==> src/rtl/wdg_pkg.sv <==
package wdg_pkg;

  typedef enum logic [1:0] {
    ST_RUN  = 2'd0,
    ST_RST  = 2'd1,
    ST_LOCK = 2'd2
  } wdg_state_e;

endpackage

==> src/rtl/wdg_edge_sync.sv <==
module wdg_edge_sync #(
  parameter int STAGES = 2
) (
  input  logic clk,
  input  logic por,
  input  logic async_i,
  output logic edge_o
);

  logic [STAGES-1:0] sync_q;
  logic              prev_q;

  always_ff @(posedge clk) begin
    if (por) begin
      sync_q <= '0;
      prev_q <= 1'b0;
    end else begin
      sync_q <= {sync_q[STAGES-2:0], async_i};
      prev_q <= sync_q[STAGES-1];
    end
  end

  // any change of level, rising or falling
  assign edge_o = sync_q[STAGES-1] ^ prev_q;

endmodule

==> src/rtl/wdg_timer.sv <==
module wdg_timer #(
  parameter int TIMEOUT_CYC = 32
) (
  input  logic clk,
  input  logic por,
  input  logic run_i,
  input  logic kick_edge_i,
  input  logic float_i,
  output logic expire_o
);

  localparam int TW   = (TIMEOUT_CYC > 2) ? $clog2(TIMEOUT_CYC) : 1;
  localparam int HALF = (TIMEOUT_CYC / 2 > 0) ? TIMEOUT_CYC / 2 : 1;
  localparam logic [TW-1:0] CNT_MAX  = TW'(TIMEOUT_CYC - 1);
  localparam logic [TW-1:0] SELF_AT  = TW'(HALF - 1);

  logic [TW-1:0] cnt_q;
  logic          self_kick;
  logic          kick_any;

  // internal kick at half interval; >= covers a float flag raised late
  assign self_kick = float_i && (cnt_q >= SELF_AT);
  assign kick_any  = kick_edge_i || self_kick;
  assign expire_o  = run_i && (cnt_q == CNT_MAX) && !kick_any;

  always_ff @(posedge clk) begin
    if (por || !run_i) begin
      cnt_q <= '0;
    end else if (kick_any) begin
      cnt_q <= '0;
    end else if (cnt_q != CNT_MAX) begin
      cnt_q <= cnt_q + 1'b1;
    end
  end

endmodule

==> src/rtl/wdg_pulse_fsm.sv <==
module wdg_pulse_fsm
  import wdg_pkg::*;
#(
  parameter int PULSE_CYC = 8
) (
  input  logic       clk,
  input  logic       por,
  input  logic       expire_i,
  input  logic       kick_edge_i,
  input  logic       uv_i,
  input  logic       legacy_i,
  output wdg_state_e state_o,
  output logic       rst_n_o
);

  localparam int PW = (PULSE_CYC > 2) ? $clog2(PULSE_CYC) : 1;
  localparam logic [PW-1:0] PCNT_MAX = PW'(PULSE_CYC - 1);

  wdg_state_e    state_q, state_nx;
  logic [PW-1:0] pcnt_q;
  logic          rst_n_q;

  always_comb begin
    state_nx = state_q;
    unique case (state_q)
      ST_RUN: begin
        if (uv_i || expire_i) state_nx = ST_RST;
      end
      ST_RST: begin
        if (legacy_i && kick_edge_i)        state_nx = ST_LOCK;
        else if (!uv_i && pcnt_q == PCNT_MAX) state_nx = ST_RUN;
      end
      ST_LOCK: state_nx = ST_LOCK;
      default: state_nx = ST_RST;
    endcase
  end

  always_ff @(posedge clk) begin
    if (por) begin
      state_q <= ST_RST;
      pcnt_q  <= '0;
      rst_n_q <= 1'b0;
    end else begin
      state_q <= state_nx;
      rst_n_q <= (state_nx == ST_RUN);
      if (state_q != ST_RST || uv_i) begin
        pcnt_q <= '0;
      end else if (pcnt_q != PCNT_MAX) begin
        pcnt_q <= pcnt_q + 1'b1;
      end
    end
  end

  assign state_o = state_q;
  assign rst_n_o = rst_n_q;

endmodule

==> src/rtl/wdg_supervisor.sv <==
module wdg_supervisor
  import wdg_pkg::*;
#(
  parameter int TIMEOUT_CYC = 64,
  parameter int PULSE_CYC   = 16,
  parameter int SYNC_STAGES = 2
) (
  input  logic clk,
  input  logic por,
  input  logic kick_i,
  input  logic float_i,
  input  logic uv_i,
  input  logic legacy_i,
  output logic rst_n_o
);

  logic       kick_edge;
  logic       expire;
  logic       lock_q;
  wdg_state_e state;

  wdg_edge_sync #(.STAGES(SYNC_STAGES)) u_sync (
    .clk     (clk),
    .por     (por),
    .async_i (kick_i),
    .edge_o  (kick_edge)
  );

  wdg_timer #(.TIMEOUT_CYC(TIMEOUT_CYC)) u_timer (
    .clk         (clk),
    .por         (por),
    .run_i       (state == ST_RUN),
    .kick_edge_i (kick_edge),
    .float_i     (float_i),
    .expire_o    (expire)
  );

  wdg_pulse_fsm #(.PULSE_CYC(PULSE_CYC)) u_fsm (
    .clk         (clk),
    .por         (por),
    .expire_i    (expire),
    .kick_edge_i (kick_edge),
    .uv_i        (uv_i),
    .legacy_i    (legacy_i),
    .state_o     (state),
    .rst_n_o     (rst_n_o)
  );

  assign lock_q = (state == ST_LOCK);

endmodule

==> config.mk <==
export PLATFORM = sky130hd
export DESIGN_NAME = wdg_supervisor
export DESIGN_NICKNAME = d
export VERILOG_FILES = /design/src/rtl/wdg_pkg.sv /design/src/rtl/wdg_edge_sync.sv /design/src/rtl/wdg_timer.sv /design/src/rtl/wdg_pulse_fsm.sv /design/src/rtl/wdg_supervisor.sv
export SDC_FILE = /design/constraint.sdc
export NUM_CORES = 1
export LEC_CHECK = 0
export CORE_UTILIZATION = 53
export CTS_CLUSTER_SIZE = 16
export DETAILED_ROUTE_END_ITERATION = 10
export GPL_ROUTABILITY_DRIVEN = 0
export PLACE_DENSITY_LB_ADDON = 0.2
export SLEW_MARGIN = 20
export SYNTH_ARGS = -nofsm -noshare
export SYNTH_HDL_FRONTEND = slang
export SYNTH_SLANG_ARGS = --single-unit
export TNS_END_PERCENT = 100
==> constraint.sdc <==
create_clock -name clk -period 1.6 [get_ports clk]
set_input_delay 0.32 -clock clk [delete_from_list [all_inputs] [get_ports clk]]
set_output_delay 0.32 -clock clk [all_outputs]
set_load 0.01 [all_outputs]
### After elaboration in Yosys (flattened, before gate mapping)

Cells that the tools add are included.

* add/sub/neg operators: 2
* order comparisons: 1
* equality and inequality tests: 7
* multiplexer cells: 4
* bitwise gates (word level): 1
* reductions and logical operators: 16

Operators with widths (count)
* $add 6x1->6 const B: 1
* $eq 6x6->1 const B: 1
* $ge 6x5->1 const B: 1
* $mux 2: 3
* $ne 6x6->1 const B: 1
* $pmux 2 s3: 1
* $logic_and 1x1->1: 5
* $add 4x1->4 const B: 1
* $eq 4x4->1 const B: 1
* $logic_not 2->1: 2
* $logic_or 1x1->1: 4
* $ne 4x4->1 const B: 1
* $reduce_or 2->1: 2
* $logic_not 1->1: 3
* $eq 2x1->1 const B: 1
* $eq 2x2->1 const B: 1
* $ne 2x1->1 const B: 1
* $xor 1x1->1: 1

* flip-flop bits (word level): 16
* input bits: 6
* output and inout bits: 1
* word-level logic and storage cells: 37

### Longest topological paths before layout

* depth after elaboration: 9
* mapped depth: 4
* gate-level depth less buffers: 4

### Hierarchy

From an unflattened synthesis, not the netlist that was laid out.

* cell total of the unflattened synthesis: 83
* area, all modules: 812.0 um2

Modules (own cells, without submodules)
* wdg_timer: times used 1, cells each 38, area each 374.1 um2, sequential area each 120.1 um2
* wdg_pulse_fsm: times used 1, cells each 37, area each 346.6 um2, sequential area each 140.1 um2
* wdg_edge_sync: times used 1, cells each 7, area each 87.6 um2, sequential area each 60.1 um2
* wdg_supervisor: times used 1, cells each 1, area each 3.8 um2, sequential area each 0.0 um2

### Worst setup path before layout

No wires, ideal clock.

* path kind: reg-to-reg
* start: register u_timer.cnt_q[0]
* end: register u_fsm.rst_n_q (netlist: u_fsm.rst_n_o)
* library setup time: 0.118 ns
* arrival: 1.079 ns
* required time: 1.482 ns
* setup slack: 0.404 ns
* stages on the path, launching flop included: 5
* path buffers: 0
* period minus slack after synthesis: 1.196 ns
* cell sequence: dfxtp_1 ha_1 and4_1 nand4_1 o2111a_1

* cells in the longest elaborated chain, start to end: 9
* elaborated cells between the ends (all ways): 11
* those cells by class: order compare: 1; eq/ne: 1; mux: 2; reduce/logical: 7

Ends and longest elaborated chain
* from (decl): RTL line wdg_timer.sv:17 `logic [TW-1:0] cnt_q;`
* from (signal assigned): RTL line wdg_timer.sv:32 `cnt_q <= cnt_q + 1'b1;`
* $ge 6x5->1: RTL line wdg_timer.sv:22 `assign self_kick = float_i && (cnt_q >= SELF_AT);`
* $logic_and 1x1->1: RTL line wdg_timer.sv:22
* $logic_or 1x1->1: RTL line wdg_timer.sv:23 `assign kick_any = kick_edge_i || self_kick;`
* $logic_not 1->1: RTL line wdg_timer.sv:24 `assign expire_o = run_i && (cnt_q == CNT_MAX) && !kick_any;`
* $logic_and 1x1->1 *: RTL line wdg_timer.sv:24
* $logic_or 1x1->1 *: RTL line wdg_pulse_fsm.sv:27 `if (uv_i || expire_i) state_nx = ST_RST;`
* $mux 2 *: RTL line wdg_pulse_fsm.sv:27
* $pmux 2 s3 *: RTL line wdg_pulse_fsm.sv:25 `unique case (state_q)`
* $logic_not 2->1 *: RTL line wdg_pulse_fsm.sv:45 `rst_n_q <= (state_nx == ST_RUN);`
* to (signal assigned): RTL line wdg_pulse_fsm.sv:45
* to (decl): RTL line wdg_pulse_fsm.sv:21 `logic rst_n_q;`

Mark *: on every way between the ends. The rest lies on a longest branch, timed or not.
A chain may end at the register's enable or synchronous reset.

### Worst setup path in the final report

* start: register u_fsm.rst_n_q (netlist: u_fsm.rst_n_o)
* end: output port rst_n_o

RTL lines
* to (decl): RTL line wdg_supervisor.sv:14 `output logic rst_n_o`

No word-level cell between the ends.

==> results.json <==
{
  "outcome": "finished, final reports clean",
  "post_drt_wl_per_cell_um": 11.9,
  "antenna_found_initial": 0,
  "ys_warn_count": 0,
  "dpl.hpwl_um": 899,
  "core_area_um2": 1300,
  "fp.dieW_um": 39.4,
  "tightest_slew_ns": 0.328,
  "grt_overflow": 0,
  "final_nets": 95,
  "crit_type": "flip-flop to primary output",
  "antennaDiodeCount": 0,
  "r2r_cells": 4,
  "cp.depth": 1,
  "port_buffers": 6,
  "fin_util_pct": 66.0,
  "synth.distinct_cells": 28,
  "vdd.ir_drop.worst_v": 0.000592,
  "start_util_pct": 56.9,
  "finalHoldViolCount": 0,
  "num_vias": 582,
  "die_area_um2": 1550,
  "synthDominantCellAreaShare_pct": 43.2,
  "synth-seq-area-share_pct": 43.2,
  "cts_tree": "built",
  "grt_pass1_wl_um": 1950,
  "cp_top_family": "buffers and inverters",
  "yosys_register_bits": 16,
  "finalSetupViolations": 0,
  "grt_max_degree": 10,
  "drc_errors": 0,
  "syn_area_per_cell_um2": 9.75,
  "cts_buffers": 3,
  "detail_route.iter0.violations": 15,
  "layout-drive-gt1-share_pct": 15.1,
  "slew_viol_final": 0,
  "syn2layout_area_growth_pct": 15.9,
  "rows": 13,
  "grt_usage_pct": 19.7,
  "clkLatencyLatePin_ns": 0.29,
  "numClockSinks": 16,
  "endpoint_kind": "primary output",
  "syn-instance-count": 76,
  "drt-pass1-iter-count": 4,
  "cp_slowest_cell": "clkdlybuf4s50_1",
  "path_max_fanout": 1,
  "p_per_area_nw_per_um2": 841,
  "p_leak_nw": 0.301,
  "root_buffer": "clkbuf_4",
  "fin_crit_ns": 1.43,
  "start_kind": "flip-flop",
  "skew_ns": 0.00717,
  "ctsHoldBuffers": 0,
  "yosysTopAreaCell": "dfxtp_1",
  "vias_per_cell": 5.76,
  "syn-cell-area_um2": 741,
  "rsz0062_at_grt": "no",
  "ys_top_cells_by_area": "dfxtp_1, nor3_2, xnor2_1",
  "slowest_delay_ns": 0.52,
  "fin_crit_sh_pct": 89.6,
  "crit_buf_inv": 1,
  "grt_pass1_vias": 459,
  "wl_um": 1200,
  "setup_tns_ns": 0,
  "htree_num_levels": 1,
  "holdPathStages": 1,
  "slew_headroom_pct": 78.0,
  "ant_nets": 0,
  "required_ns": 1.28,
  "ios": 7,
  "ctsLongestPathBuffers": 2,
  "crit_chain": "clkdlybuf4s50_1",
  "hold_path.class": "flip-flop to flip-flop",
  "clk_pin_slew_ns": 0.09,
  "cts_resized": 0,
  "hold_slack_ns": 0.458,
  "cp_data_arrival_time_ns": 1.11,
  "syn_nets": 84,
  "postCtsSetupRepairBufs": 0,
  "die_y_um": 39.4,
  "maxCapViolCount": 0,
  "fmax_mhz": 698
}
-- final timing paths --
kind                                 endpoint  slack, ns                           from
setup / recovery                      rst_n_o       0.17       u_fsm.rst_n_o$_SDFF_PP0_
hold / removal    u_sync.sync_q[1]$_SDFF_PP0_       0.46    u_sync.sync_q[0]$_SDFF_PP0_
setup reg to reg     u_fsm.rst_n_o$_SDFF_PP0_       0.21  u_timer.cnt_q[0]$_SDFFE_PP0P_
hold reg to reg   u_sync.sync_q[1]$_SDFF_PP0_       0.46    u_sync.sync_q[0]$_SDFF_PP0_
-- flip-flops by register name, indices dropped and copies added (netlist names) --
register	flops
u_sync.prev_q	1
u_fsm.pcnt_q	4
u_fsm.state_o	2
u_fsm.rst_n_o	1
u_sync.sync_q	2
u_timer.cnt_q	6
-- cell families (layout without fill, tap and decap cells) --
| logic type | after synthesis | count (layout) | share of synthesized area, % |
|---|---|---|---|
| muxes | 2 | 2 | 2.87 |
| adders and majority gates | 2 | 2 | 3.38 |
| and+or+nand+nor | 31 | 31 | 25.8 |
| AOI/OAI and AO/OA | 17 | 17 | 16.7 |
| DFF | 16 | 16 | 43.2 |
| buffers and inverters | 4 | 14 | 2.20 |
| xor gates and xnor gates | 4 | 4 | 5.74 |
-- metal layers --
layer | part of all wire [%] | global-route usage (%) | wire (µm)
met5 | 0 | 0 | 0
met4 | 3.1 | 15.5 | 37
met3 | 3.3 | 5.11 | 39
met2 | 42 | 26.7 | 506
met1 | 51 | 26.0 | 615
-- per-stage QoR --
stage               total power, mW  instance area [µm²]  instances  setup WS [ns]
global route                  0.751                  858        101          0.103
global placement              0.468                  822         97          0.184
floorplan                     0.447                  741         76          0.404
CTS                           0.732                  858        101          0.154
finish                        0.722                  858        101          0.167
detailed placement            0.469                  822         97          0.164
-- worst register-to-register path, cell delays in order, from the launching register on --
cell,delay (ns)
dfxtp_1,0.39
ha_1,0.29
and4_1,0.31
nand4_1,0.14
o2111a_1,0.16
-- power breakdown --
group / switching (mW) / internal, mW
Combinational: 0.0188 / 0.0260
Clock: 0.124 / 0.139
Sequential: 0.00839 / 0.406
-- placed cells by master, fill, tap and decap left out --
cell type	instances
a21oi_1	5
nor3b_1	1
clkdlybuf4s50_1	6
o21a_1	1
nand3b_1	1
nor3_2	5
a31oi_1	3
and4_1	2
o211ai_2	1
dfxtp_1	16
nand3_1	3
mux2i_1	1
o21ai_0	2
xnor2_1	3
nor3_1	4
nor2b_1	4
clkbuf_4	3
ha_1	2
a41oi_2	1
xnor2_2	1
and3_1	1
mux2_1	1
a21boi_0	2
o211ai_1	1
nand4_1	2
inv_1	3
nor2_1	3
buf_4	1
nand2_1	5
o2111a_1	1
clkbuf_8	1
-- cell usage after synthesis --
cell type	number
a21boi_0	2
xnor2_2	1
nand4_1	2
nor3_1	4
o21a_1	1
and3_1	1
a21oi_1	5
nand3_1	3
nor2_1	3
and4_1	2
nand2_1	5
xnor2_1	3
nor3b_1	1
mux2_1	1
o21ai_0	2
nand3b_1	1
ha_1	2
o211ai_2	1
inv_1	3
o211ai_1	1
a41oi_2	1
nor2b_1	4
o2111a_1	1
dfxtp_1	16
buf_2	1
mux2i_1	1
a31oi_1	3
nor3_2	5
-- layout make-up --
class,count,area [µm²]
Fill cell,125,443
Inverter,3,11.3
Multi-Input combinational cell,56,404
Clock buffer,4,36.3
Timing Repair Buffer,7,67.6
Tap cell,15,18.8
Sequential cell,16,320
Power figures use the tool's default switching activity.
